### config.mk
export PLATFORM = sky130hd
export DESIGN_NAME = wa_fill_ctrl
export DESIGN_NICKNAME = d
export VERILOG_FILES = /design/src/rtl/wa_fill_pkg.sv /design/src/rtl/line_gather.sv /design/src/rtl/store_merge.sv /design/src/rtl/evict_seq.sv /design/src/rtl/wa_fill_ctrl.sv
export SDC_FILE = /design/constraint.sdc
export NUM_CORES = 2
export LEC_CHECK = 0
export ABC_AREA = 1
export CORE_AREA = 2 2 351 353
export CTS_BUF_LIST = sky130_fd_sc_hd__clkbuf_8
export DETAILED_ROUTE_END_ITERATION = 6
export DIE_AREA = 0 0 353 355
export PLACE_DENSITY = 0.61
export SYNTH_ARGS = -nofsm -noshare
export SYNTH_HDL_FRONTEND = slang
export SYNTH_SLANG_ARGS = --single-unit
### constraint.sdc
create_clock -name clk -period 4.25 [get_ports clk]
set_input_delay 0.85 -clock clk [delete_from_list [all_inputs] [get_ports clk]]
set_output_delay 0.85 -clock clk [all_outputs]
set_load 0.03 [all_outputs]
### src/rtl/wa_fill_pkg.sv
// Shared types for the store-miss line fill controller.
package wa_fill_pkg;
    // Controller phase: idle, collecting words, writing back victim halves, writing line.
    typedef enum logic [1:0] {
        ST_IDLE  = 2'd0,
        ST_FILL  = 2'd1,
        ST_EVICT = 2'd2,
        ST_WRITE = 2'd3
    } fill_state_e;
endpackage

### src/rtl/line_gather.sv
// Collects the words of one line returned out of order.
// Assumes each index arrives once per fill; clear starts a new line.
module line_gather #(
    parameter int WORD_W     = 32,
    parameter int LINE_WORDS = 8,
    localparam int IDX_W     = $clog2(LINE_WORDS),
    localparam int LINE_W    = WORD_W * LINE_WORDS
) (
    input  logic              clk,
    input  logic              rst_n,
    input  logic              clear,
    input  logic              in_valid,
    input  logic [IDX_W-1:0]  in_idx,
    input  logic [WORD_W-1:0] in_data,
    output logic [LINE_WORDS-1:0] rcvd,
    output logic [LINE_W-1:0] line_data,
    output logic              full
);
    logic [LINE_WORDS-1:0] rcvd_q;

    // Received mask: one bit per word index.
    always_ff @(posedge clk) begin
        if (!rst_n)        rcvd_q <= '0;
        else if (clear)    rcvd_q <= '0;
        else if (in_valid) rcvd_q[in_idx] <= 1'b1;
    end

    for (genvar w = 0; w < LINE_WORDS; w++) begin : g_word
        logic [WORD_W-1:0] word_q;
        // Capture the word whose index matches the incoming beat.
        always_ff @(posedge clk) begin
            if (!rst_n)                                  word_q <= '0;
            else if (in_valid && in_idx == IDX_W'(w))    word_q <= in_data;
        end
        assign line_data[w*WORD_W +: WORD_W] = word_q;
    end

    assign rcvd = rcvd_q;
    assign full = &rcvd_q;


    dup_word_chk: assert property (@(posedge clk) disable iff (!rst_n)
        (in_valid && !clear) |-> !rcvd_q[in_idx])
        else $error("fill word index received twice");
endmodule

### src/rtl/store_merge.sv
// Holds the store words waiting for the line fill, one slot per word index.
// load opens a new entry with the first store; merge adds a later store.
module store_merge #(
    parameter int WORD_W     = 32,
    parameter int LINE_WORDS = 8,
    localparam int IDX_W     = $clog2(LINE_WORDS),
    localparam int LINE_W    = WORD_W * LINE_WORDS
) (
    input  logic              clk,
    input  logic              rst_n,
    input  logic              load,
    input  logic              merge,
    input  logic [IDX_W-1:0]  idx,
    input  logic [WORD_W-1:0] data,
    output logic [LINE_WORDS-1:0] smask,
    output logic [LINE_W-1:0] sdata
);
    logic [LINE_WORDS-1:0] smask_q;
    logic [LINE_WORDS-1:0] onehot;

    assign onehot = LINE_WORDS'(1) << idx;

    // Word-present mask: reset on a new entry, accumulate on merges.
    always_ff @(posedge clk) begin
        if (!rst_n)     smask_q <= '0;
        else if (load)  smask_q <= onehot;
        else if (merge) smask_q <= smask_q | onehot;
    end

    for (genvar w = 0; w < LINE_WORDS; w++) begin : g_slot
        logic [WORD_W-1:0] slot_q;
        // Latest store data for this word index.
        always_ff @(posedge clk) begin
            if (!rst_n)                                     slot_q <= '0;
            else if ((load || merge) && idx == IDX_W'(w))   slot_q <= data;
        end
        assign sdata[w*WORD_W +: WORD_W] = slot_q;
    end

    assign smask = smask_q;


    merge_open_chk: assert property (@(posedge clk) disable iff (!rst_n)
        (merge && !load) |-> (smask_q != '0))
        else $error("merge without an open entry");
endmodule

### src/rtl/evict_seq.sv
// Sends the dirty halves of a victim line as 4-word bursts, lower half first,
// one burst per cycle. start samples the victim; assumes no burst is pending then.
module evict_seq #(
    parameter int ADDR_W     = 32,
    parameter int WORD_W     = 32,
    parameter int LINE_WORDS = 8,
    localparam int IDX_W     = $clog2(LINE_WORDS),
    localparam int OFF_W     = IDX_W + $clog2(WORD_W/8),
    localparam int LINE_W    = WORD_W * LINE_WORDS,
    localparam int HALF_W    = LINE_W / 2
) (
    input  logic                    clk,
    input  logic                    rst_n,
    input  logic                    start,
    input  logic                    vic_valid,
    input  logic [1:0]              vic_dirty,
    input  logic [ADDR_W-OFF_W-1:0] vic_line,
    input  logic [LINE_W-1:0]       vic_data,
    output logic                    burst_valid,
    output logic                    burst_last,
    output logic [ADDR_W-1:0]       burst_addr,
    output logic [HALF_W-1:0]       burst_data
);
    logic [1:0]              pend_q;
    logic [ADDR_W-OFF_W-1:0] line_q;
    logic [LINE_W-1:0]       data_q;
    logic                    sel_hi;

    // Pending halves: loaded from the victim, lower bit served first.
    always_ff @(posedge clk) begin
        if (!rst_n)          pend_q <= '0;
        else if (start)      pend_q <= vic_valid ? vic_dirty : 2'b00;
        else if (pend_q[0])  pend_q[0] <= 1'b0;
        else                 pend_q[1] <= 1'b0;
    end

    // Victim address and contents held for the bursts.
    always_ff @(posedge clk) begin
        if (!rst_n) begin
            line_q <= '0;
            data_q <= '0;
        end else if (start) begin
            line_q <= vic_line;
            data_q <= vic_data;
        end
    end

    assign sel_hi      = !pend_q[0];
    assign burst_valid = |pend_q;
    assign burst_last  = ^pend_q;
    assign burst_addr  = {line_q, sel_hi, {(OFF_W-1){1'b0}}};
    assign burst_data  = sel_hi ? data_q[LINE_W-1:HALF_W] : data_q[HALF_W-1:0];


    upper_last_chk: assert property (@(posedge clk) disable iff (!rst_n)
        (burst_valid && burst_addr[OFF_W-1]) |=> !burst_valid)
        else $error("burst after the upper half");

    start_idle_chk: assert property (@(posedge clk) disable iff (!rst_n)
        start |-> !burst_valid)
        else $error("victim sampled while bursts pending");
endmodule

### src/rtl/wa_fill_ctrl.sv
// Store-miss line fill controller. A single fill entry: fetches the line,
// gathers words in any order, writes back dirty victim halves, then
// allocates the line with merged store data. Hits, write-through copies and
// disabled-cache misses pass straight through in the accept cycle.
// Assumes lookup (st_hit/st_way) and victim choice come from outside.
module wa_fill_ctrl
    import wa_fill_pkg::*;
#(
    parameter int ADDR_W     = 32,
    parameter int WORD_W     = 32,
    parameter int LINE_WORDS = 8,
    parameter int WAY_W      = 5,
    localparam int IDX_W      = $clog2(LINE_WORDS),
    localparam int BOFF_W     = $clog2(WORD_W/8),
    localparam int OFF_W      = IDX_W + BOFF_W,
    localparam int LINE_W     = WORD_W * LINE_WORDS,
    localparam int HALF_W     = LINE_W / 2,
    localparam int HALF_WORDS = LINE_WORDS / 2
) (
    input  logic                    clk,
    input  logic                    rst_n,
    input  logic                    st_valid,
    input  logic [ADDR_W-1:0]       st_addr,
    input  logic [WORD_W-1:0]       st_data,
    input  logic                    st_hit,
    input  logic [WAY_W-1:0]        st_way,
    input  logic                    st_cache_en,
    input  logic                    st_wt,
    output logic                    stall,
    output logic                    mem_rd_req,
    output logic [ADDR_W-1:0]       mem_rd_addr,
    input  logic                    mem_rd_valid,
    input  logic [IDX_W-1:0]        mem_rd_idx,
    input  logic [WORD_W-1:0]       mem_rd_data,
    input  logic [WAY_W-1:0]        vic_way,
    input  logic                    vic_valid,
    input  logic [1:0]              vic_dirty,
    input  logic [ADDR_W-OFF_W-1:0] vic_line,
    input  logic [LINE_W-1:0]       vic_data,
    output logic                    wb_valid,
    output logic                    wb_burst,
    output logic [ADDR_W-1:0]       wb_addr,
    output logic [HALF_W-1:0]       wb_data,
    output logic                    cw_en,
    output logic                    cw_fill,
    output logic [WAY_W-1:0]        cw_way,
    output logic [ADDR_W-1:0]       cw_addr,
    output logic [LINE_WORDS-1:0]   cw_wmask,
    output logic [LINE_W-1:0]       cw_data,
    output logic [1:0]              cw_dirty
);
    fill_state_e             state_q;
    logic [ADDR_W-OFF_W-1:0] line_q;
    logic                    wt_q;
    logic [WAY_W-1:0]        way_q;
    logic                    rdreq_q;

    logic [ADDR_W-OFF_W-1:0] st_line;
    logic [IDX_W-1:0]        st_word;
    logic                    busy, same_line, accept, start_fill, merge;
    logic                    single_wb, hit_wr, gather_done, go_evict;

    logic [LINE_WORDS-1:0]   rcvd, smask;
    logic [LINE_W-1:0]       line_data, sdata, merged;
    logic                    full;
    logic                    ev_valid, ev_last;
    logic [ADDR_W-1:0]       ev_addr;
    logic [HALF_W-1:0]       ev_data;

    assign st_line = st_addr[ADDR_W-1:OFF_W];
    assign st_word = st_addr[OFF_W-1:BOFF_W];

    // Acceptance: busy blocks all but same-line misses during the gather phase.
    assign busy        = (state_q != ST_IDLE);
    assign same_line   = (state_q == ST_FILL) && !st_hit && (st_line == line_q);
    assign stall       = st_valid && busy && !same_line;
    assign accept      = st_valid && !stall;
    assign start_fill  = accept && !busy && !st_hit && st_cache_en;
    assign merge       = accept && same_line;
    assign single_wb   = accept && (st_wt || (!st_hit && !st_cache_en));
    assign hit_wr      = accept && st_hit;
    assign gather_done = (state_q == ST_FILL) && full;
    assign go_evict    = vic_valid && (|vic_dirty);

    line_gather #(.WORD_W(WORD_W), .LINE_WORDS(LINE_WORDS)) u_gather (
        .clk(clk), .rst_n(rst_n), .clear(start_fill),
        .in_valid(mem_rd_valid && state_q == ST_FILL),
        .in_idx(mem_rd_idx), .in_data(mem_rd_data),
        .rcvd(rcvd), .line_data(line_data), .full(full)
    );

    store_merge #(.WORD_W(WORD_W), .LINE_WORDS(LINE_WORDS)) u_merge (
        .clk(clk), .rst_n(rst_n), .load(start_fill), .merge(merge),
        .idx(st_word), .data(st_data), .smask(smask), .sdata(sdata)
    );

    evict_seq #(.ADDR_W(ADDR_W), .WORD_W(WORD_W), .LINE_WORDS(LINE_WORDS)) u_evict (
        .clk(clk), .rst_n(rst_n), .start(gather_done),
        .vic_valid(vic_valid), .vic_dirty(vic_dirty),
        .vic_line(vic_line), .vic_data(vic_data),
        .burst_valid(ev_valid), .burst_last(ev_last),
        .burst_addr(ev_addr), .burst_data(ev_data)
    );

    // Phase sequencing of the single fill entry.
    always_ff @(posedge clk) begin
        if (!rst_n) state_q <= ST_IDLE;
        else begin
            unique case (state_q)
                ST_IDLE:  if (start_fill)  state_q <= ST_FILL;
                ST_FILL:  if (gather_done) state_q <= go_evict ? ST_EVICT : ST_WRITE;
                ST_EVICT: if (ev_last)     state_q <= ST_WRITE;
                ST_WRITE:                  state_q <= ST_IDLE;
                default:                   state_q <= ST_IDLE;
            endcase
        end
    end

    // Entry attributes and the one-cycle read request.
    always_ff @(posedge clk) begin
        if (!rst_n) begin
            line_q  <= '0;
            wt_q    <= 1'b0;
            way_q   <= '0;
            rdreq_q <= 1'b0;
        end else begin
            rdreq_q <= start_fill;
            if (start_fill) begin
                line_q <= st_line;
                wt_q   <= st_wt;
            end
            if (gather_done) way_q <= vic_way;
        end
    end

    assign mem_rd_req  = rdreq_q;
    assign mem_rd_addr = {line_q, {OFF_W{1'b0}}};

    for (genvar w = 0; w < LINE_WORDS; w++) begin : g_overlay
        assign merged[w*WORD_W +: WORD_W] = smask[w] ? sdata[w*WORD_W +: WORD_W]
                                                     : line_data[w*WORD_W +: WORD_W];
    end

    // Write-buffer port: victim bursts, else single-word pass-through.
    always_comb begin
        wb_valid = ev_valid || single_wb;
        wb_burst = ev_valid;
        wb_addr  = ev_valid ? ev_addr : st_addr;
        wb_data  = ev_valid ? ev_data : HALF_W'(st_data);
    end

    // Cache write port: line allocate in the write phase, else hit word write.
    always_comb begin
        cw_en    = 1'b0;
        cw_fill  = 1'b0;
        cw_way   = '0;
        cw_addr  = '0;
        cw_wmask = '0;
        cw_data  = '0;
        cw_dirty = 2'b00;
        if (state_q == ST_WRITE) begin
            cw_en    = 1'b1;
            cw_fill  = 1'b1;
            cw_way   = way_q;
            cw_addr  = {line_q, {OFF_W{1'b0}}};
            cw_wmask = '1;
            cw_data  = merged;
            cw_dirty = wt_q ? 2'b00 : {|smask[LINE_WORDS-1:HALF_WORDS], |smask[HALF_WORDS-1:0]};
        end else if (hit_wr) begin
            cw_en    = 1'b1;
            cw_way   = st_way;
            cw_addr  = {st_line, {OFF_W{1'b0}}};
            cw_wmask = LINE_WORDS'(1) << st_word;
            cw_data  = LINE_W'(st_data) << (st_word * WORD_W);
            cw_dirty = st_wt ? 2'b00 : (st_word[IDX_W-1] ? 2'b10 : 2'b01);
        end
    end


    rdreq_pulse_chk: assert property (@(posedge clk) disable iff (!rst_n)
        mem_rd_req |=> !mem_rd_req)
        else $error("read request longer than one cycle");

    alloc_after_full_chk: assert property (@(posedge clk) disable iff (!rst_n)
        (cw_en && cw_fill) |-> (&rcvd))
        else $error("line allocated before all words arrived");

    evict_active_chk: assert property (@(posedge clk) disable iff (!rst_n)
        (state_q == ST_EVICT) |-> (wb_valid && wb_burst))
        else $error("eviction phase without a burst");

    stall_needs_req_chk: assert property (@(posedge clk) disable iff (!rst_n)
        !st_valid |-> !stall)
        else $error("stall without a request");

    wt_clean_chk: assert property (@(posedge clk) disable iff (!rst_n)
        (cw_en && !cw_fill && st_wt) |-> (cw_dirty == 2'b00))
        else $error("write-through hit set a dirty bit");
endmodule

* After elaboration in Yosys (flattened, before gate mapping)
Cells that the tools add are included.
** Word-level totals
- Output and inout port bits :: 501
- Flip-flop bits (word level) :: 849
- Input port bits :: 402
** Cells by class
- Mux-type cells :: 39
- Equality and inequality tests :: 22
- Bitwise gates (word level) :: 3
- Shift operators :: 2
- Magnitude comparators :: 2
- Reductions and logical operators :: 55
** Operator list (count)
- 256-bit 2-to-1 mux :: 2
- 32-bit 2-to-1 mux :: 11
- 128-bit 2-to-1 mux :: 2
- 32-bit by 8-bit << shifter with 256-bit output :: 1
- 1-bit logical AND :: 32
- 8-bit 2-to-1 mux :: 4
- 27-bit equality test :: 1
- 3-bit equality test, second input constant :: 8
- 2-bit 2-to-1 mux :: 10
- 8-bit bitwise OR :: 2
- 3-bit by 2-bit equality test with 1-bit output, second input constant :: 4
- 5-bit 2-to-1 mux :: 2
- 2-bit one-hot mux with 4 select lines :: 1
- 8-bit AND reduction :: 1
- 4-bit OR reduction :: 2
- 1-bit by 3-bit << shifter with 8-bit output, first input constant :: 1
- 3-bit by 1-bit equality test with 1-bit output, second input constant :: 2
- 1-bit zero test :: 6
- 3-bit zero test :: 2
- 1-bit 2-to-1 mux :: 6
- 2-bit inequality test, second input constant :: 3
- 3-bit AND reduction :: 2
- 2-bit OR reduction :: 3
- 2-bit equality test, second input constant :: 2
- other kinds (10) :: 13

* Longest topological paths before layout
- Depth after elaboration :: 12
- Gate-level depth with buffers :: 15

* Hierarchy
Synthesis repeated with hierarchy kept, for this count alone.
** Unflattened totals
- Cell total of the unflattened synthesis :: 7085
- Area total of the unflattened synthesis :: 42983.7 sq um
** Modules (own cells, without submodules)
- evict_seq :: area an instance 11589.9 sq um, cells an instance 1661, sequential area each 5705.5 sq um, times used 1
- wa_fill_ctrl :: area an instance 10820.4 sq um, cells an instance 2422, sequential area each 720.7 sq um, times used 1
- store_merge :: area an instance 10408.7 sq um, cells an instance 1535, sequential area each 5285.1 sq um, times used 1
- line_gather :: area an instance 10164.7 sq um, cells an instance 1467, sequential area each 5285.1 sq um, times used 1

* Worst setup path before layout
OpenSTA, ideal clock, no wires.
- Path type :: reg-to-output
- From :: reg u_evict.pend_q[0]
- To :: out wb_data[23]
- Data required time :: 3400 ps
- Stages on the path, launching flop included :: 9
- Arrival :: 2391 ps
- Setup slack :: 1009 ps
- Cells stage by stage :: dfxtp_1 -> inv_1 -> clkbuf_1 -> clkbuf_1 -> ha_1 -> inv_1 -> clkbuf_1 -> clkbuf_1 -> o21ai_0
** Between the ends
- Longest elaborated chain between the ends :: 2
** RTL lines
- from (decl) :: line evict_seq.sv:24 : logic [1:0] pend_q;
- from (signal assigned) :: line evict_seq.sv:32 : else if (start) pend_q <= vic_valid ? vic_dirty : 2'b00;
- 2-bit OR reduction :: line evict_seq.sv:49 : assign burst_valid = |pend_q;
- named net wb_burst :: line wa_fill_ctrl.sv:41 : output logic wb_burst,
- 128-bit 2-to-1 mux :: line wa_fill_ctrl.sv:149 : wb_data = ev_valid ? ev_data : HALF_W'(st_data);
- to (decl) :: line wa_fill_ctrl.sv:43 : output logic [HALF_W-1:0] wb_data,
The timed path passes the listed nets, and every way through them passes these cells.

* Final worst setup path
- From :: reg state_q[1]
- To :: out cw_data[175]
** Between the ends
- Longest elaborated chain between the ends :: 10
** RTL lines
- from (decl) :: line wa_fill_ctrl.sv:52 : fill_state_e state_q;
- from (signal assigned) :: line wa_fill_ctrl.sv:111 : ST_FILL: if (gather_done) state_q <= go_evict ? ST_EVICT : ST_WRITE;
- 2-bit by 1-bit equality test with 1-bit output :: line wa_fill_ctrl.sv:75 : assign same_line = (state_q == ST_FILL) && !st_hit && (st_line == line_q);
- 1-bit logical AND (2 in series) :: line wa_fill_ctrl.sv:75
- 1-bit zero test :: line wa_fill_ctrl.sv:76 : assign stall = st_valid && busy && !same_line;
- 1-bit logical AND :: line wa_fill_ctrl.sv:76
- 1-bit zero test :: line wa_fill_ctrl.sv:77 : assign accept = st_valid && !stall;
- 1-bit logical AND :: line wa_fill_ctrl.sv:77
- 1-bit logical AND :: line wa_fill_ctrl.sv:81 : assign hit_wr = accept && st_hit;
- 256-bit 2-to-1 mux :: line wa_fill_ctrl.sv:169 : end else if (hit_wr) begin
- 256-bit 2-to-1 mux (*) :: line wa_fill_ctrl.sv:161 : if (state_q == ST_WRITE) begin
- to (decl) :: line wa_fill_ctrl.sv:49 : output logic [LINE_W-1:0] cw_data,
Mark *: on every way between the ends. The rest lies on a longest branch, timed or not.

==> flow_summary_export.csv <==
group,metric,value,unit
logic_synthesis,synth_area_per_cell,6.80,sq um
logic_synthesis,yosysWarnings,0,
setup_path,startpoint,"state_q[1]",
final_layout,fin_nets,6814,
setup_path,crit_required,3.40,ns
detailed_routing,wirelength,200000,um
place,gp_congestion,0.975,
power,power-per-cell-area,358,nW/um^2
sta,rsz0062_at_grt,"false",
sta,finalHoldViolCount,0,
clocking,cts_made_buffers,155,
sta,fin_ws,0.0769,ns
power,p_comb_frac,0.149,
place,portBuffers,892,
logic_synthesis,muxShareOfSynthArea,0,
detailed_routing,vias,44002,
clocking,clock_latency,0.84,ns
sta,fmax,240,MHz
detailed_routing,drt-initial-drc-count,4874,
clocking,clockBufferDepth,3,
place,dp_slack,-0.0552,ns
logic_synthesis,yosys.cell_types.count,27,
clocking,cts_sinks,849,
sta,setup_tns,0,ns
setup_path,cp-start-kind,"flop",
grt,antenna_found_initial,43,
die,die_h,355,um
logic_synthesis,synth_top_family_by_area,"compound AO/OA/AOI/OAI gates",
grt,grt_util_all_layers,0.303,
logic_synthesis,yosys.area_share.xor_xnor,0.00157,
sta,slew_headroom,0.161,
final_layout,synthToLayoutAreaGrowth,35.0,%
power,internal_power,0.0133,W
sta,period_share,0.982,
logic_synthesis,synth_adder_area_share,0.00160,
power,p_sw_frac,0.297,
min_path,hold_class,"flop to flop",
clocking,postCtsHoldBufs,0,
final_layout,fin_util,0.434,
sta,drv_slew,0,
detailed_routing,routed_via_density,5.39,
detailed_routing,wl_per_cell,24.5,um
logic_synthesis,yosys.area_share.simple,0.217,
die,coreArea,121000,sq um
die,ios,903,
grt,first_global_vias,40135,
setup_path,timing.rr.start,"state_q[1]",
power,power.leakage,20.8,nW
logic_synthesis,synth_area_leaders,"dfxtp_1 (44%), o21ai_0 (13%), nor2_1 (13%)",
job,drv_cap,0,
clocking,cts_tree,"done",
power,clockPowerShare,0.417,
clocking,cts-htree-levels,4,
clocking,clk_pin_slew_worst_paths,0.06,ns
setup_path,crit_path_end_kind,"primary output",
grt,grt_start_max_net_pins,238,
sta,period_minus_slack,4.17,ns
final_layout,final_common_cell,"nor2_1",
sta,skew,0.0332,ns
logic_synthesis,synth_seq_cells,849,
setup_path,worst-setup-path-type,"flop to primary output",
place,dp_hpwl,143000,um
sta,tightest_slew,1.26,ns
detailed_routing,firstDrtPassIters,6,
clocking,root_buffer,"clkbuf_8",
final_layout,n_fill_cell,12645,
die,die_w,353,um
power,p_sw,0.00561,W
die,die-area,125000,sq um
die,initial_utilization,0.322,
final_layout,drive_gt1_frac,0.112,
outcome,outcome,"completed",
sta,setup_viol,0,
die,row_count,128,
min_path,min_from,"u_evict.line_q[16]",
detailed_routing,antenna_left,0,
power,p_seq_frac,0.434,
logic_synthesis,synth_area,39100,sq um
setup_path,crit_fanout,30,
grt,grt.overflow.total,0,
logic_synthesis,synth_top_area_frac,0.435,
final_layout,final_cell_mix,"nor2_1 (1295), o21ai_0 (1034), dfxtp_1 (844)",
logic_synthesis,synth_cells,5747,
grt,grt_pass1_wl,282000,um
detailed_routing,drc,0,
logic_synthesis,yosysSeqAreaShare,0.435,
logic_synthesis,synth_area_leader_cell,"dfxtp_1",
setup_path,crit_arrival,3.32,ns
power,ir_worst_vdd,0.000246,V
logic_synthesis,synth-compound-area-share,0.249,
[path summary, 6_finish.rpt]
check | endpoint | slack (ns) | cells past startpoint
max reg2reg | u_gather.rcvd[3] | 1.43 | 9
min | u_evict.line_q[16] | 0.45 | 2
max | cw_data[175] | 0.08 | 9
min reg2reg | u_evict.line_q[16] | 0.45 | 2
[Yosys cell counts]
master	number
a21oi_1	556
buf_1	26
buf_2	28
buf_4	22
buf_6	42
buf_8	2
clkbuf_1	401
clkbuf_2	29
clkinv_1	35
conb_1	1
dfxtp_1	849
ha_1	5
inv_1	253
inv_2	20
nand2_1	516
nand2_4	1
nand3_1	307
nand4_1	2
nor2_1	1314
nor2_2	4
nor3_1	1
nor4_1	4
o21ai_0	1034
o21ai_1	10
o22ai_1	278
xnor2_1	6
xor2_1	1
[per-layer routing]
metal	vias up	routed length, um	global-route usage
li1	20424	-	-
met1	20751	79500	0.380
met2	2377	88200	0.470
met3	412	21200	0.0912
met4	38	10600	0.153
met5	-	252	0
[per-stage QoR]
stage	total power [W]	instance area [sq um]	hold slack [ns]	std cells
final	0.0189	52700	0.449	8164
after global routing	0.0195	52700	0.452	8154
after CTS	0.0189	52600	0.381	8141
after detailed placement	0.0111	49500	0.439	7873
after global placement	0.0111	49500	0.438	7873
after floorplan	0.00975	39100	0.424	5756
[kinds of logic (layout without fill, tap and decap cells)]
kind of cell | after synthesis | count (layout)
compound gates | 1878 | 1878
other cells | 1 | 33
xor+xnor | 7 | 7
buf+inv | 858 | 1618
simple gates | 2149 | 2149
fa+ha+maj | 5 | 5
flops | 849 | 849
[registers in the layout (all words and copies together), names as in the netlist, 2 cells and up]
| signal | count |
|---|---|
| u_evict.data_q | 256 |
| u_gather.g_word.word_q | 256 |
| u_merge.g_slot.slot_q | 256 |
| line_q | 27 |
| u_evict.line_q | 27 |
| u_gather.rcvd | 8 |
| u_merge.smask | 8 |
| way_q | 5 |
| state_q | 2 |
| u_evict.pend_q | 2 |
[area by class of cell]
type | instances | area (sq um) | share of cell area
antenna | 23 | 57.6 | 0.00109
clock buffer | 189 | 2600 | 0.0493
clock inverter | 77 | 447 | 0.00847
inverter | 308 | 1170 | 0.0222
multi-input combinational | 4049 | 18600 | 0.352
sequential | 849 | 17000 | 0.322
tap | 1625 | 2030 | 0.0386
timing repair buffer | 1044 | 10800 | 0.205
[timing repair]
item	in CTS	in global routing
setup endpoints to repair	238	32
setup buffers	2	0
pin swaps	1	0
gates resized for setup	12	31
[power groups by stage]
stage	Combinational (W)	Clock [W]	Sequential, W
6_report	0.00281	0.00787	0.00820
5_1_grt	0.00295	0.00833	0.00821
4_1_cts	0.00276	0.00798	0.00819
3_5_place_dp	0.00274	0	0.00836
3_3_place_gp	0.00275	0	0.00836
2_1_floorplan	0.00137	0	0.00838
[worst max-delay path, cell delays in order (launching register included)]
cell and delay [ns]:
dfxtp_1 0.35, inv_1 0.13, ha_1 0.26, nand3_1 0.14
clkinv_2 0.21, nand3_4 0.12, buf_12 0.18, buf_4 0.24
o22ai_1 0.51, buf_4 0.28
Note: power is estimated with default switching activity, not from simulation.
